$ cat config.mk
export PLATFORM = sky130hd
export DESIGN_NAME = cfg_write_seq
export DESIGN_NICKNAME = d
export VERILOG_FILES = /design/src/rtl/cfg_seq_pkg.sv /design/src/rtl/cfg_req_capture.sv /design/src/rtl/cfg_busy_track.sv /design/src/rtl/cfg_seq_fsm.sv /design/src/rtl/cfg_write_seq.sv
export SDC_FILE = /design/constraint.sdc
export NUM_CORES = 1
export LEC_CHECK = 0
export ABC_AREA = 1
export ABC_CLOCK_PERIOD_IN_PS = 1850
export BUFFER_PORTS_ARGS = -buffer_cell sky130_fd_sc_hd__buf_4
export CAP_MARGIN = 10
export CORE_ASPECT_RATIO = 0.8
export CORE_UTILIZATION = 50
export CTS_CLUSTER_DIAMETER = 100
export DETAILED_ROUTE_END_ITERATION = 6
export PLACE_DENSITY = 0.78
export SLEW_MARGIN = 10
export SYNTH_ARGS = -nofsm -noshare
export SYNTH_HDL_FRONTEND = slang
export SYNTH_HIERARCHICAL = 1
export SYNTH_SLANG_ARGS = --single-unit
$ cat constraint.sdc
create_clock -name clk -period 1.85 [get_ports clk]
set_clock_uncertainty 0.15 [all_clocks]
set_input_delay 0.2775 -clock clk [delete_from_list [all_inputs] [get_ports clk]]
set_output_delay 0.2775 -clock clk [all_outputs]
set_load 0.01 [all_outputs]
$ cat src/rtl/cfg_seq_pkg.sv
`timescale 1ns/1ps
package cfg_seq_pkg;

   typedef enum logic [2:0] {
      ST_IDLE  = 3'd0,
      ST_CHECK = 3'd1,
      ST_STRB  = 3'd2,
      ST_WAIT  = 3'd3,
      ST_ACK   = 3'd4
   } seq_st_e;

   function automatic int ceil_div(input int num, input int den);
      return (num + den - 1) / den;
   endfunction

endpackage

$ cat src/rtl/cfg_req_capture.sv
`timescale 1ns/1ps
module cfg_req_capture #(
   parameter int SEL_W   = 4,
   parameter int NUM_TGT = 10,
   parameter int TGT_W   = 4
) (
   input  logic             clk,
   input  logic             rst_n,
   input  logic             req_n,
   input  logic             wr_n,
   input  logic             win_sel,
   input  logic [SEL_W-1:0] code,
   input  logic             clr,
   output logic             pend,
   output logic [TGT_W-1:0] tgt,
   output logic             req_idle
);

   logic req_s, req_d;
   logic fall, code_ok, accept;

   if (TGT_W > SEL_W) begin : g_bad_w
      $error("selector narrower than target index");
   end

   always_ff @(posedge clk or negedge rst_n) begin
      if (!rst_n) begin
         req_s <= 1'b1;
         req_d <= 1'b1;
      end else begin
         req_s <= req_n;
         req_d <= req_s;
      end
   end

   assign fall     = req_d & ~req_s;
   assign code_ok  = int'(code) < NUM_TGT;
   assign accept   = fall & win_sel & ~wr_n & code_ok;
   assign req_idle = req_s;

   always_ff @(posedge clk or negedge rst_n) begin
      if (!rst_n) begin
         pend <= 1'b0;
         tgt  <= '0;
      end else if (clr) begin
         pend <= 1'b0;
      end else if (accept) begin
         pend <= 1'b1;
         tgt  <= code[TGT_W-1:0];
      end
   end


   pend_hold_chk: assert property (@(posedge clk) disable iff (!rst_n)
      (pend && !clr) |=> pend);


   pend_clear_chk: assert property (@(posedge clk) disable iff (!rst_n)
      (clr && !fall) |=> !pend);

endmodule

$ cat src/rtl/cfg_busy_track.sv
`timescale 1ns/1ps
module cfg_busy_track (
   input  logic clk,
   input  logic rst_n,
   input  logic clr,
   input  logic en,
   input  logic bsy_hi,
   output logic seq_done
);

   logic seen_low, seen_high;

   always_ff @(posedge clk or negedge rst_n) begin
      if (!rst_n) begin
         seen_low  <= 1'b0;
         seen_high <= 1'b0;
      end else if (clr) begin
         seen_low  <= 1'b0;
         seen_high <= 1'b0;
      end else if (en) begin
         if (!bsy_hi)
            seen_low <= 1'b1;
         if (seen_low && bsy_hi)
            seen_high <= 1'b1;
      end
   end

   assign seq_done = seen_high;


   busy_rise_after_fall_chk: assert property (@(posedge clk) disable iff (!rst_n)
      seq_done |-> seen_low);


   busy_clr_chk: assert property (@(posedge clk) disable iff (!rst_n)
      clr |=> !seq_done);

endmodule

$ cat src/rtl/cfg_seq_fsm.sv
`timescale 1ns/1ps
module cfg_seq_fsm
   import cfg_seq_pkg::*;
#(
   parameter int STRB_CLKS = 5
) (
   input  logic clk,
   input  logic rst_n,
   input  logic pend,
   input  logic bsy_hi,
   input  logic done_sel,
   input  logic seq_done,
   input  logic req_idle,
   output logic strb_on,
   output logic ack,
   output logic det_clr,
   output logic det_en,
   output logic cap_clr,
   output logic err_cfg,
   output logic err_busy,
   output logic err_done
);

   localparam int CNT_W = $clog2(STRB_CLKS + 1);

   if (STRB_CLKS < 1) begin : g_bad_cnt
      $error("strobe length must be at least one clock");
   end

   seq_st_e          st;
   logic [CNT_W-1:0] cnt;
   logic             status_ok;

   assign status_ok = bsy_hi & ~done_sel;

   always_ff @(posedge clk or negedge rst_n) begin
      if (!rst_n) begin
         st       <= ST_IDLE;
         cnt      <= '0;
         err_cfg  <= 1'b0;
         err_busy <= 1'b0;
         err_done <= 1'b0;
      end else begin
         case (st)
            ST_IDLE: if (pend) begin
               st       <= ST_CHECK;
               err_cfg  <= 1'b0;
               err_busy <= 1'b0;
               err_done <= 1'b0;
            end
            ST_CHECK: if (status_ok) begin
               st  <= ST_STRB;
               cnt <= '0;
            end else begin
               st       <= ST_ACK;
               err_cfg  <= 1'b1;
               err_busy <= ~bsy_hi;
               err_done <= done_sel;
            end
            ST_STRB: if (cnt == CNT_W'(STRB_CLKS - 1))
               st <= ST_WAIT;
            else
               cnt <= cnt + 1'b1;
            ST_WAIT: if (seq_done)
               st <= ST_ACK;
            ST_ACK: if (req_idle)
               st <= ST_IDLE;
            default: st <= ST_IDLE;
         endcase
      end
   end

   assign strb_on = (st == ST_STRB);
   assign ack     = (st == ST_ACK);
   assign det_clr = (st == ST_IDLE);
   assign det_en  = (st == ST_STRB) || (st == ST_WAIT);
   assign cap_clr = (st == ST_ACK);


   bad_status_skip_chk: assert property (@(posedge clk) disable iff (!rst_n)
      (st == ST_CHECK && !status_ok) |=> (ack && err_cfg && !strb_on));


   strobe_len_chk: assert property (@(posedge clk) disable iff (!rst_n)
      $fell(strb_on) |-> ($past(cnt) == CNT_W'(STRB_CLKS - 1)));


   ack_hold_chk: assert property (@(posedge clk) disable iff (!rst_n)
      (ack && !req_idle) |=> ack);


   wait_hold_chk: assert property (@(posedge clk) disable iff (!rst_n)
      (st == ST_WAIT && !seq_done) |=> (st == ST_WAIT));

endmodule

$ cat src/rtl/cfg_write_seq.sv
`timescale 1ns/1ps
module cfg_write_seq
   import cfg_seq_pkg::*;
#(
   parameter int NUM_TGT       = 10,
   parameter int SEL_W         = 4,
   parameter int CLK_PERIOD_NS = 20,
   parameter int STRB_MIN_NS   = 100,
   parameter bit GATE_ON_BUSY  = 1'b1
) (
   input  logic               clk,
   input  logic               rst_n,
   input  logic               req_n,
   input  logic               wr_n,
   input  logic               win_sel,
   input  logic [SEL_W-1:0]   addr_sel,
   input  logic [NUM_TGT-1:0] busy_n,
   input  logic [NUM_TGT-1:0] done,
   output logic [NUM_TGT-1:0] wrs_n,
   output logic               ack,
   output logic               err_cfg,
   output logic               err_busy,
   output logic               err_done
);

   localparam int TGT_W     = $clog2(NUM_TGT);
   localparam int STRB_CLKS = ceil_div(STRB_MIN_NS, CLK_PERIOD_NS);

   if (NUM_TGT < 2 || NUM_TGT > (1 << SEL_W)) begin : g_bad_tgt
      $error("device count does not fit the selector");
   end
   if (CLK_PERIOD_NS < 1 || STRB_CLKS * CLK_PERIOD_NS < STRB_MIN_NS) begin : g_bad_clk
      $error("strobe clock count misses the minimum width");
   end

   logic [NUM_TGT-1:0] busy_q, done_q;
   logic [TGT_W-1:0]   tgt;
   logic pend, req_idle, cap_clr;
   logic bsy_sel, done_sel, seq_done, det_clr, det_en, strb_on;

   always_ff @(posedge clk or negedge rst_n) begin
      if (!rst_n) begin
         busy_q <= '1;
         done_q <= '0;
      end else begin
         busy_q <= busy_n;
         done_q <= done;
      end
   end

   assign bsy_sel  = busy_q[tgt];
   assign done_sel = done_q[tgt];

   cfg_req_capture #(
      .SEL_W   (SEL_W),
      .NUM_TGT (NUM_TGT),
      .TGT_W   (TGT_W)
   ) u_cap (
      .clk      (clk),
      .rst_n    (rst_n),
      .req_n    (req_n),
      .wr_n     (wr_n),
      .win_sel  (win_sel),
      .code     (addr_sel),
      .clr      (cap_clr),
      .pend     (pend),
      .tgt      (tgt),
      .req_idle (req_idle)
   );

   cfg_busy_track u_trk (
      .clk      (clk),
      .rst_n    (rst_n),
      .clr      (det_clr),
      .en       (det_en),
      .bsy_hi   (bsy_sel),
      .seq_done (seq_done)
   );

   cfg_seq_fsm #(
      .STRB_CLKS (STRB_CLKS)
   ) u_fsm (
      .clk      (clk),
      .rst_n    (rst_n),
      .pend     (pend),
      .bsy_hi   (bsy_sel),
      .done_sel (done_sel),
      .seq_done (seq_done),
      .req_idle (req_idle),
      .strb_on  (strb_on),
      .ack      (ack),
      .det_clr  (det_clr),
      .det_en   (det_en),
      .cap_clr  (cap_clr),
      .err_cfg  (err_cfg),
      .err_busy (err_busy),
      .err_done (err_done)
   );

   for (genvar i = 0; i < NUM_TGT; i++) begin : g_strb
      logic hit;
      assign hit = strb_on && (tgt == TGT_W'(i));
      if (GATE_ON_BUSY) begin : g_gate
         assign wrs_n[i] = ~(hit & busy_q[i]);
      end else begin : g_raw
         assign wrs_n[i] = ~hit;
      end
   end


   one_strobe_chk: assert property (@(posedge clk) disable iff (!rst_n)
      $countones(~wrs_n) <= 1);


   idle_quiet_chk: assert property (@(posedge clk) disable iff (!rst_n)
      (!pend && !ack && !strb_on) |-> (wrs_n == '1));

endmodule

==> flow_metrics.tcl, run 1 <==
set metrics [dict create \
    synthesis.nets 241 \
    route.detailed.drc 0 \
    violations "setup timing" \
    rsz0062_at_grt "true" \
    grt_max_degree 39 \
    cts-root-buf "clkbuf_8" \
    wl_per_cell_um 12.56 \
    clk_path_buf_depth 2 \
    max_freq_mhz 515.1 \
    met2_usage 0.4036 \
    p_switching_w 0.001217 \
    track_usage 0.2436 \
    first_pass_iters 5 \
    cp-end-kind "primary output" \
    nets 325 \
    ys.warnings.count 6 \
    final.period_utilization 1.049 \
    hold_depth 3 \
    r2r_slack_ns 0.02 \
    cp_data_required_time_ns 1.42 \
    grt-ovfl-total 0 \
    synth_top_area_cell "dfrtp_1" \
    std_cell_rows 18 \
    hp-class "in2reg" \
    min_period_ns 1.941 \
    diodes 0 \
    setup.worst_path.start "u_fsm/st[0]" \
    setup_tns_ns -0.3661 \
    core_um2 3221 \
    min_to "u_cap/tgt[3]" \
    route.vias.total 1672 \
    drive_above_1_share 0.3661 \
    viasPerCell 4.991 \
    maxCapViolations 0 \
    ant_nets 0 \
    critPathArrivalTime_ns 1.51 \
    r2r-end "u_fsm/err_done" \
    ys_seq_elements 38 \
    num-fill-cells 204 \
    portBuffers 42 \
    timing.final.ws_setup_ns -0.09149 \
    synth_cell_types 24 \
    dp_slack_ns 0.03372 \
    dieHeight_um 54.98 \
    grt_pass1_vias 1474 \
    ff2ff_path_depth 13 \
    insertion_delay_ns 0.30 \
    synth_area_um2 1754 \
    timing.rr.start "u_cap/tgt[0]" \
    use_met3 0.06557 \
    cts_tree "built" \
    htree_levels 2 \
    fin_util 0.8030 \
    final_common_cell "nand2_1" \
    clock_sinks 38 \
    avgSynthCellArea_um2 8.353 \
    synthCells 210 \
    die_x_um 68.22 \
    power.internal_w 0.001885 \
    cp_max_fo 4 \
    relSlewSlack 0.6973 \
    crit_path_start_kind "register" \
    crit_buf_inv 4 \
    p_leak_nw 1.350 \
    worstHoldStart "addr_sel[3]" \
    cts.clk_slew.worst_paths_ns 0.08 \
    synthToLayoutAreaGrowth_pct 47.43 \
    finalNonFillerCells 335 \
    max_stage_delay_ns 0.41 \
    hold_slack_ns 0.08916 \
    wl_um 4209 \
    layout_common_cells "nand2_1, buf_4, dfrtp_1" \
    dieArea_um2 3751 \
    dp_cells 297 \
    irDropWorstVdd_uv 881.6 \
    dp_hpwl_um 2557 \
    hold_viol 0 \
    synth_top_area_frac 0.3709 \
    setup_viol 8 \
    pwr-share-clk 0.176 \
    grt-busiest-layer "met2" \
    ios 43 \
    power_density_nw_per_um2 1199 \
    grt_pass1_wl_um 6285 \
    cp_top_family "buffers and inverters" \
    routabilityCongestion 0.8811 \
    ys_top_cells_by_area "dfrtp_1, nand2_1, dfstp_2, nand3_1, inv_1" \
    path_class "reg2out" \
    swShare 0.3924 \
    slew_violations 0 \
    seqPwrFrac 0.367 \
    combPwrFrac 0.457 \
    antenna_found_initial 0 \
    cts_made_buffers 5 \
    start_util 0.5447 \
    tightest_slew_ns 0.4541 \
    ys_seq_area_frac 0.5506 \
    cp_cell_sequence "nor2_4 -> nand2_2 -> inv_2 -> inv_2 -> nor3_2 -> buf_4 -> nand4_1 -> buf_4" \
    status "complete, but fails checks" \
    critical-path-slowest-cell "dfrtp_1" \
    use_met1 0.2957 \
    drt_iter0_drc 73 \
]
-- cells by family after synthesis --
logic type	after synthesis	synth area share
buffers and inverters	32	0.07774
xor gates and xnor gates	1	0.004994
AOI/OAI and AO/OA	6	0.02711
and+or+nand+nor	131	0.3253
adders and majority gates	2	0.01426
DFF	38	0.5506
-- power groups by stage --
stage	combinational (W)	sequential, W	clock (W)
finish	0.00142	0.00114	0.000545
global route	0.00157	0.00116	0.000583
CTS	0.00125	0.00113	0.000541
detailed placement	0.00114	0.00113	0
floorplan	0.000731	0.00115	0
global placement	0.00111	0.00113	0
-- stage by stage --
step                      power [W]  instance area, um^2
after CTS                  0.002914                 2489
after global routing       0.003310                 2586
after floorplan            0.001881                 1754
final                      0.003102                 2586
after global placement     0.002246                 2156
after detailed placement   0.002275                 2156
-- Yosys cell counts (all sizes together) --
| cell | number |
|---|---|
| nor2 | 13 |
| buf | 4 |
| or2 | 1 |
| o21bai | 1 |
| o21ai | 3 |
| nand2 | 86 |
| nand3 | 23 |
| dfstp | 12 |
| dfrtp | 26 |
| ha | 2 |
| nand4 | 6 |
| a21oi | 2 |
| xnor2 | 1 |
| nor3 | 2 |
| inv | 28 |
-- cell type report --
| type | count | area, um^2 | area share |
|---|---|---|---|
| Clock inverter | 2 | 10.01 | 0.003870 |
| Multi-Input combinational cell | 140 | 696.9 | 0.2695 |
| Tap cell | 40 | 50.05 | 0.01935 |
| Sequential cell | 38 | 967.2 | 0.3740 |
| Clock buffer | 6 | 72.57 | 0.02806 |
| Inverter | 28 | 110.1 | 0.04257 |
| Timing Repair Buffer | 80 | 670.6 | 0.2593 |
| Timing Repair inverter | 1 | 8.758 | 0.003387 |
-- worst register-to-register path, stage by stage, from the launching register on --
cell	delay, ns
dfrtp_2	0.44
buf_6	0.15
buf_6	0.12
nand2_1	0.05
nand2_1	0.08
nand3_1	0.10
nand3_2	0.10
inv_1	0.06
nand2_2	0.10
nand3_2	0.12
nand2_2	0.08
nand2_2	0.06
nand2_1	0.07
nand2_1	0.05
-- per-layer routing --
metal	vias up	part of all wire
met1	775	0.44
met2	68	0.48
met5	-	0
met3	14	0.060
met4	0	0.024
li1	815	-
-- flip-flops by register name, summed over array words and instances, names as in the netlist --
name / count
busy_q: 10
done_q: 10
u_cap/pend: 1
u_cap/req_d: 1
u_cap/req_idle: 1
u_cap/tgt: 4
u_fsm/cnt: 3
u_fsm/err_busy: 1
u_fsm/err_cfg: 1
u_fsm/err_done: 1
u_fsm/st: 3
u_trk/seen_low: 1
u_trk/seq_done: 1
-- what timing repair did --
item | in CTS | in global routing
buffers inserted | 2 | 5
gates resized for setup | 6 | 24
endpoints found under the hold margin | 47 | 0
hold buffers | 22 | 0
pin swaps | 1 | 3
gates cloned | 0 | 1
setup endpoints to repair | 9 | 18
-- worst max-delay path by stage --
stage | endpoint | slack (ns) | cells past startpoint
floorplan | wrs_n[2] | 0.17 | 6
global route | wrs_n[2] | -0.17 | 8
finish | wrs_n[2] | -0.09 | 8
CTS | wrs_n[2] | -0.05 | 8
detailed placement | u_fsm/err_cfg | 0.03 | 14
global placement | u_fsm/err_done | 0.09 | 14
(Power assumes the default switching activity.)
==> inputs of run 2 (changes only) <==
--- a/config.mk
+++ b/config.mk
@@ -8,11 +8,12 @@
 export ABC_AREA = 1
 export ABC_CLOCK_PERIOD_IN_PS = 1850
 export BUFFER_PORTS_ARGS = -buffer_cell sky130_fd_sc_hd__buf_4
-export CAP_MARGIN = 10
+export CAP_MARGIN = 20
 export CORE_ASPECT_RATIO = 0.8
 export CORE_UTILIZATION = 50
 export CTS_CLUSTER_DIAMETER = 100
 export DETAILED_ROUTE_END_ITERATION = 6
+export HOLD_SLACK_MARGIN = 0.15
 export PLACE_DENSITY = 0.78
 export SLEW_MARGIN = 10
 export SYNTH_ARGS = -nofsm -noshare
==> constraint.sdc (replaced) <==
create_clock -name clk -period 1.85 [get_ports clk]
set_clock_uncertainty 0.15 [all_clocks]
set_input_delay 0.185 -clock clk [delete_from_list [all_inputs] [get_ports clk]]
set_output_delay 0.185 -clock clk [all_outputs]
set_load 0.01 [all_outputs]
==> run 2 against run 1 <==
Compared with the run above: the run still ends with setup timing left; register-to-register slack about the same; global-route usage up 2.3 points; worst setup slack better by 0.024 ns; cell area up 2.4%; sequential power about the same; routed wire length up 12%; sequential share of layout area down 0.74 points; highest routed layer unchanged.
==> flow_metrics.tcl, run 2 (synthesis results as in run 1) <==
set metrics [dict create \
    crit_buf_inv 4 \
    hold_viol 0 \
    path_class "reg2out" \
    dp_hpwl_um 2579 \
    critPathMostFrequentCell "inv_2" \
    power.internal_w 0.001928 \
    cts_tree "built" \
    viasPerCell 5.047 \
    cts.clk_slew.worst_paths_ns 0.08 \
    grt-ovfl-total 0 \
    layout_common_cells "nand2_1, buf_4, dlygate4sd3_1" \
    dieHeight_um 54.98 \
    core_um2 3221 \
    grt_pass1_vias 1565 \
    pwr-share-clk 0.185 \
    power_density_nw_per_um2 1218 \
    setup_viol 3 \
    crit_path_start_kind "register" \
    antenna_found_initial 0 \
    critPathArrivalTime_ns 1.58 \
    dieArea_um2 3751 \
    hp-class "in2async" \
    start_util 0.5447 \
    wl_um 4700 \
    seqPwrFrac 0.362 \
    num-fill-cells 188 \
    violations "setup timing" \
    cp-end-kind "primary output" \
    ff2ff_path_depth 10 \
    status "complete, but fails checks" \
    routabilityCongestion 0.8328 \
    max_freq_mhz 521.4 \
    slew_violations 0 \
    diodes 0 \
    rsz0062_at_grt "true" \
    swShare 0.4025 \
    cts_made_buffers 5 \
    clk_path_buf_depth 2 \
    route.vias.total 1706 \
    finalNonFillerCells 338 \
    ios 43 \
    critical-path-slowest-cell "dfrtp_2" \
    synthToLayoutAreaGrowth_pct 51.00 \
    cts-root-buf "clkbuf_8" \
    max_stage_delay_ns 0.42 \
    tightest_slew_ns 0.4653 \
    std_cell_rows 18 \
    cp_max_fo 4 \
    cp_data_required_time_ns 1.51 \
    insertion_delay_ns 0.29 \
    grt_pass1_wl_um 6941 \
    clock_sinks 38 \
    portBuffers 42 \
    reg.largest.list "busy_q x10, done_q x10, u_cap/tgt x4" \
    final_common_cell "nand2_1" \
    maxCapViolations 0 \
    timing.final.ws_setup_ns -0.06785 \
    nets 328 \
    wl_per_cell_um 13.91 \
    min_period_ns 1.918 \
    hold_slack_ns 0.2255 \
    htree_levels 2 \
    cp_top_family "buffers and inverters" \
    cp_cell_sequence "nor2_4 -> nand2_2 -> inv_2 -> inv_2 -> nor3_4 -> buf_6 -> nand4_1 -> buf_4" \
    ant_nets 0 \
    drive_above_1_share 0.3591 \
    combPwrFrac 0.454 \
    irDropWorstVdd_uv 674.3 \
    first_pass_iters 4 \
    grt_max_degree 39 \
    relSlewSlack 0.6898 \
    p_leak_nw 1.369 \
    drt_iter0_drc 141 \
    die_x_um 68.22 \
    track_usage 0.2662 \
    path_depth 8 \
    route.detailed.drc 0 \
    final.period_utilization 1.037 \
    dp_cells 293 \
    p_switching_w 0.001299 \
]
[run 2: changes by cell type in the layout (fill, tap and decap cells not counted), moves of 2 or more]
cell           change
o21ai_1            +2
dfrtp_1            -3
nor3_2             -2
inv_1              +2
dfrtp_2            +3
o21ai_0            -2
dlygate4sd3_1      +6
buf_4              -2
inv_2              -2
[run 2: path summary, 6_finish.rpt]
kind	start	endpoint	slack, ns
max	u_fsm/st[2]	wrs_n[2]	-0.07
min	rst_n	done_q[2]	0.23
max reg2reg	u_cap/tgt[0]	u_fsm/err_busy	0.03
min reg2reg	u_cap/req_idle	u_cap/req_d	0.24
max in group asynchronous	rst_n	busy_q[2]	0.96
min in group clk	u_cap/req_idle	u_cap/req_d	0.24
[run 2: layout make-up]
class	instances	area [um^2]	area share
Sequential cell	38	970.9	0.3666
Multi-Input combinational cell	140	715.7	0.2702
Timing Repair Buffer	84	709.4	0.2678
Inverter	28	107.6	0.04062
Clock buffer	6	82.58	0.03118
Tap cell	40	50.05	0.01889
Clock inverter	2	12.51	0.004724
[run 2: power by group through the flow]
stage          Sequential [W]  Clock, W  Combinational (W)
3_5_place_dp          0.00117         0            0.00105
6_report              0.00117  0.000595            0.00146
3_3_place_gp          0.00116         0            0.00102
2_1_floorplan         0.00115         0           0.000731
4_1_cts               0.00114  0.000605            0.00123
5_1_grt               0.00119  0.000644            0.00163
[run 2: per-layer routing]
metal  GRT usage  routed length, um  part of all wire  vias up
met3     0.08811                370             0.079       22
met2      0.4510               2253              0.48      100
met1      0.3216               1922              0.41      762
met4     0.08681                154             0.033        0
li1            -                  -                 -      822
met5           0                  0                 0        -
[run 2: worst register-to-register path, delay by kind of cell, from the launching register on]
| family | cells | cell delay [ns] |
|---|---|---|
| buffers and inverters | 2 | 0.30 |
| AND/OR/NAND/NOR | 8 | 0.86 |
| flip-flops | 1 | 0.45 |
[run 2: what timing repair did]
action,in CTS,in global routing
hold buffers,28,0
resized for setup,7,23
pin swaps,1,3
cloned,0,1
endpoints found under the setup margin,8,18
endpoints found under the hold margin,64,0
buffers inserted,6,3
[run 2: per-stage QoR]
| stage | util | worst slack (ns) | total power (W) | instance area (um^2) | TNS [ns] |
|---|---|---|---|---|---|
| 2_1_floorplan | - | 0.2379 | 0.001881 | 1754 | 0 |
| 6_report | 0.8225 | -0.06785 | 0.003227 | 2649 | -0.1029 |
| 5_1_grt | 0.8225 | -0.1381 | 0.003464 | 2649 | -0.8829 |
| 3_3_place_gp | 0.6601 | 0.007792 | 0.002187 | 2126 | 0 |
| 3_5_place_dp | 0.6601 | 0.02680 | 0.002215 | 2126 | 0 |
| 4_1_cts | 0.7945 | -0.01888 | 0.002979 | 2559 | -0.02945 |
